### src/rtl/tape_frame_timeout.sv
module tape_frame_timeout #(
  parameter int CW    = 8,
  parameter int SR_HW = 120,
  parameter int SR_HR = 168,
  parameter int SR_MW = 52,
  parameter int SR_MR = 63,
  parameter int ED_HW = 88,
  parameter int ED_HR = 248,
  parameter int ED_MW = 20,
  parameter int ED_MR = 36
) (
  input  logic clk,
  input  logic rst_n,
  input  logic cell_tick,
  input  logic dens_hi,
  input  logic dens_mid,
  input  logic wr_mode,
  input  logic cyc_en,
  input  logic phase_ok,
  input  logic pre_det,
  input  logic post_end,
  input  logic gap_det,
  output logic srd_ok,
  output logic edc_ok
);
  logic          ph_q, pe_q;
  logic          sr_arm, ed_arm;
  logic [CW-1:0] sr_cnt, ed_cnt;
  logic          sr_err, ed_err;
  logic [CW-1:0] sr_lim, ed_lim;
  logic          active, sr_exp, ed_exp;

  assign active = cyc_en & (dens_hi | dens_mid);

  assign sr_lim = dens_hi ? (wr_mode ? CW'(SR_HW) : CW'(SR_HR))
                          : (wr_mode ? CW'(SR_MW) : CW'(SR_MR));
  assign ed_lim = dens_hi ? (wr_mode ? CW'(ED_HW) : CW'(ED_HR))
                          : (wr_mode ? CW'(ED_MW) : CW'(ED_MR));

  assign sr_exp = sr_arm & cell_tick & (sr_cnt == sr_lim - 1'b1);
  assign ed_exp = ed_arm & cell_tick & (ed_cnt == ed_lim - 1'b1);

  always_ff @(posedge clk or negedge rst_n) begin
    if (!rst_n) begin
      ph_q   <= 1'b0;
      pe_q   <= 1'b0;
      sr_arm <= 1'b0;
      ed_arm <= 1'b0;
      sr_cnt <= '0;
      ed_cnt <= '0;
      sr_err <= 1'b0;
      ed_err <= 1'b0;
    end else begin
      ph_q <= phase_ok;
      pe_q <= post_end;

      if (!active) begin
        sr_arm <= 1'b0;
        sr_cnt <= '0;
      end else if (phase_ok & ~ph_q) begin
        sr_arm <= 1'b1;
        sr_cnt <= '0;
      end else if (sr_arm & (pre_det | sr_exp)) begin
        sr_arm <= 1'b0;
      end else if (sr_arm & cell_tick) begin
        sr_cnt <= sr_cnt + 1'b1;
      end

      if (!active) begin
        ed_arm <= 1'b0;
        ed_cnt <= '0;
      end else if (post_end & ~pe_q) begin
        ed_arm <= 1'b1;
        ed_cnt <= '0;
      end else if (ed_arm & (gap_det | ed_exp)) begin
        ed_arm <= 1'b0;
      end else if (ed_arm & cell_tick) begin
        ed_cnt <= ed_cnt + 1'b1;
      end

      if (!cyc_en)                         sr_err <= 1'b0;
      else if (active & sr_exp & ~pre_det) sr_err <= 1'b1;

      if (!cyc_en)                         ed_err <= 1'b0;
      else if (active & ed_exp & ~gap_det) ed_err <= 1'b1;
    end
  end

  assign srd_ok = ~(cyc_en & sr_err);
  assign edc_ok = ~(cyc_en & ed_err);
endmodule

### config.mk
export PLATFORM = sky130hd
export DESIGN_NAME = tape_frame_timeout
export DESIGN_NICKNAME = d
export VERILOG_FILES = /design/src/rtl/tape_frame_timeout.sv
export SDC_FILE = /design/constraint.sdc
export NUM_CORES = 1
export LEC_CHECK = 0
export BUFFER_PORTS_ARGS = -buffer_cell sky130_fd_sc_hd__buf_2
export CORE_UTILIZATION = 50
export CTS_CLUSTER_SIZE = 12
export DETAILED_ROUTE_END_ITERATION = 12
export HOLD_SLACK_MARGIN = 0.06
export PLACE_DENSITY = 0.71
export SLEW_MARGIN = 10
export SYNTH_ARGS = -nofsm -noshare
export SYNTH_HDL_FRONTEND = slang
export SYNTH_SLANG_ARGS = --single-unit
### constraint.sdc
create_clock -name clk -period 4.8 [get_ports clk]
set_input_delay 0.96 -clock clk [delete_from_list [all_inputs] [get_ports clk]]
set_output_delay 0.96 -clock clk [all_outputs]
set_load 0.02 [all_outputs]
==> summary.md <==
| Metric | Value |
|---|---|
| Register area share after synthesis | `around 42%` |
| Latest clock arrival within the worst-skew pair | `300 ps` |
| Cells after Synth | `135` |
| Critical path class | `in -> reg` |
| Worst r2r path cells | `6` |
| Antenna violations before repair | `0` |
| Final layout net count | `161` |
| Placement Rows | `18` |
| Final WL | `2.48 mm` |
| Hold slack | `498 ps` |
| Synth Warn # | `0` |
| GRT overflow | `0` |
| Post-route ant nets | `0` |
| Critical Path Sink Type | `flip-flop` |
| VDD IR max | `197 µV` |
| I/O pin count | `13` |
| Initial DRT Pass Iterations | `4` |
| Vias per inst | `5.69` |
| Residual DRC | `0` |
| Hold_sp | `sr_err` |
| Yosys reg bits | `22` |
| Mean Syn Cell Area | `9.65 µm²` |
| Setup repair bufs after CTS | `0` |
| Crit share post-route | `50.0%` |
| Ant diodes | `0` |
| HPWL Detailed | `~1.8 mm` |
| Worst hold path type | `reg -> reg` |
| Post-layout util | `57.2%` |
| Chip width | `53.0 µm` |
| All-Layer GR Usage | `20.4%` |
| Hold EP | `sr_err` |
| IO buf count | `12` |
| Die H | `between 50 and 60 µm` |
| Largest net degree at the start of global routing | `23` |
| Setup tns final | `0 ps` |
| Reg-to-reg startpoint | `sr_cnt[2]` |
| FMAX | `between 400 and 500 MHz` |
| Reg2Reg Setup Slack | `2830 ps` |
| Synth Cell Area | `0.00130 mm²` |
| Clock skew | `6.83 ps` |
| Yosys cell types | `43` |
| Pwr Total | `319 µW` |
| Number of fillers in the final layout | `236` |
| Post-CTS Hold Buffers | `0` |
| Synth-to-layout area growth | `8.74%` |
| Wire per inst | `14.0 µm` |
| CTS tree | `done` |
| RSZ-0062 raised after global routing | `no` |
| GPL Wtd Cong | `0.806` |
| Max_cap viols | `0` |
| Worst R2R End | `sr_cnt[7]` |
| Worst-path maximum fanout | `11` |
| Die area | `around 0.0028 mm²` |
| Hold Vio Cnt, Final | `0` |
| Vias in the first global route | `942` |
| H-tree lvl count | `1` |
| Worst-path clk slew | `120 ps` |
| Critical Path RT | `approximately 5000 ps` |
| PwrDens | `226 mW/mm²` |
| Clock buffer depth | `2` |
| TritonCTS Buffers | `3` |
| Max_slew headroom | `63.7%` |
| # setup viols final | `0` |
| First-pass GRT wire length | `around 4.2 mm` |
| Drt initial violations | `32` |
| Min Clock Period, post-route | `2400 ps` |
| LEAKAGE | `around 0.56 nW` |
| Clock sinks | `22` |
| Status | `complete, no violations` |
| Arr. time, crit path | `2590 ps` |
| Vias | `1008` |
| Core Box Area | `around 0.0025 mm²` |
| Syn nets | `148` |
| CTS root buf | `clkbuf_4` |
| WHS Path Cells | `2` |
| Slew @ Worst Pin | `539 ps` |
| Starting density of the core | `between 50% and 60%` |
| Max Slew Vio Count | `0` |
| Post_cts resized | `0` |
| Share of cells above drive strength 1 | `~18%` |
| Startpoint types | `input port` |
-- report_power, final --
part           internal, mW  leakage [nW]  switching, mW  total [mW]
Combinational       0.00976         0.239         0.0186      0.0284
Clock                0.0462        0.0210         0.0564       0.103
Sequential            0.187         0.302        0.00123       0.188
-- layout by cell type, fill, tap and decap left out, types with 4 or more instances in the layout --
cell type  instances
a21oi_1            8
nand3_1           11
xnor2_1            8
nand2_1           10
nand2b_1           5
nor2_1            15
buf_2             12
xor2_1             6
dfrtp_1           22
nand4_1            4
-- per-stage QoR --
| stage | setup WS [ps] | area, µm² | instances |
|---|---|---|---|
| floorplan | 2410 | 1300 | 135 |
| global placement | 2130 | 1380 | 173 |
| detailed placement | 2080 | 1380 | 173 |
| CTS | 2400 | 1420 | 177 |
| global route | 2330 | 1420 | 177 |
| finish | 2400 | 1420 | 177 |
-- state kept, by name, indices dropped and copies added (netlist names) --
| register | flops |
|---|---|
| ed_arm | 1 |
| ed_cnt | 8 |
| ed_err | 1 |
| pe_q | 1 |
| ph_q | 1 |
| sr_arm | 1 |
| sr_cnt | 8 |
| sr_err | 1 |
-- layout make-up --
class,count,area (µm²),share of cell area (%)
multi-input combinational,106,721,50.9
clock buffer,4,36.3,2.56
tap,30,37.5,2.65
inverter,3,11.3,0.795
sequential,22,551,38.9
timing repair buffer,12,60.1,4.24
-- synth_stat cells --
library cell	count	area [µm²]
mux2_2	1	11.3
a211oi_2	1	12.5
a21oi_2	1	8.76
mux2i_1	1	10.0
o21bai_1	1	7.51
nand4_1	4	25.0
xnor2_1	8	70.1
nor2_1	15	56.3
ha_1	2	25.0
o31ai_1	2	15.0
nor2b_1	2	12.5
a221oi_2	1	15.0
buf_4	1	7.51
xor2_1	6	52.6
a21bo_2	1	10.0
a211oi_1	1	7.51
nand2_1	10	37.5
nor4_1	1	6.26
buf_2	1	5.00
and2_1	1	6.26
a41o_1	1	10.0
a21boi_0	1	7.51
dfrtp_1	22	551
a21o_1	1	7.51
o22ai_1	1	6.26
nand4b_1	1	8.76
nand2b_1	5	31.3
or3_1	2	12.5
a22o_1	1	8.76
o21ba_2	1	10.0
inv_1	3	11.3
nand3_1	11	55.1
a21oi_1	8	40.0
o21ai_0	3	15.0
a2111oi_4	2	55.1
or2_2	1	6.26
nand3b_1	3	22.5
buf_1	2	7.51
and3_1	1	6.26
a31oi_2	1	12.5
a31oi_1	1	6.26
o21ai_1	1	5.00
nor3_1	1	5.00
-- routing by layer --
metal,wire (µm),GRT usage [%]
met1,1310,29.7
met2,1080,31.9
met5,0,0
met4,14,6.58
met3,73,1.72
-- critical path, cell delays in order --
cell and delay [ps]:
buf_2 190, mux2_2 370, a31oi_1 190, a31oi_2 240, a2111oi_4 420, xnor2_1 160, nor2_1 50
-- logic make-up (layout without fill, tap and decap cells) --
kind of cell / after synthesis / count (layout) / synth area share [%]
buf+inv: 7 / 19 / 2.40
xor+xnor: 14 / 14 / 9.41
mux: 2 / 2 / 1.63
fa+ha+maj: 2 / 2 / 1.92
compound gates: 30 / 30 / 20.0
simple gates: 58 / 58 / 22.4
flops: 22 / 22 / 42.3
-- worst max path at each step --
| stage | startpoint | endpoint | slack, ps |
|---|---|---|---|
| after detailed placement | wr_mode | sr_cnt[5] | 2080 |
| final | wr_mode | sr_cnt[5] | 2400 |
| after floorplan | wr_mode | sr_cnt[5] | 2410 |
| after global routing | wr_mode | sr_cnt[5] | 2330 |
| after global placement | wr_mode | sr_cnt[6] | 2130 |
| after CTS | wr_mode | sr_cnt[5] | 2400 |
Note: power is estimated with default switching activity, not from simulation.
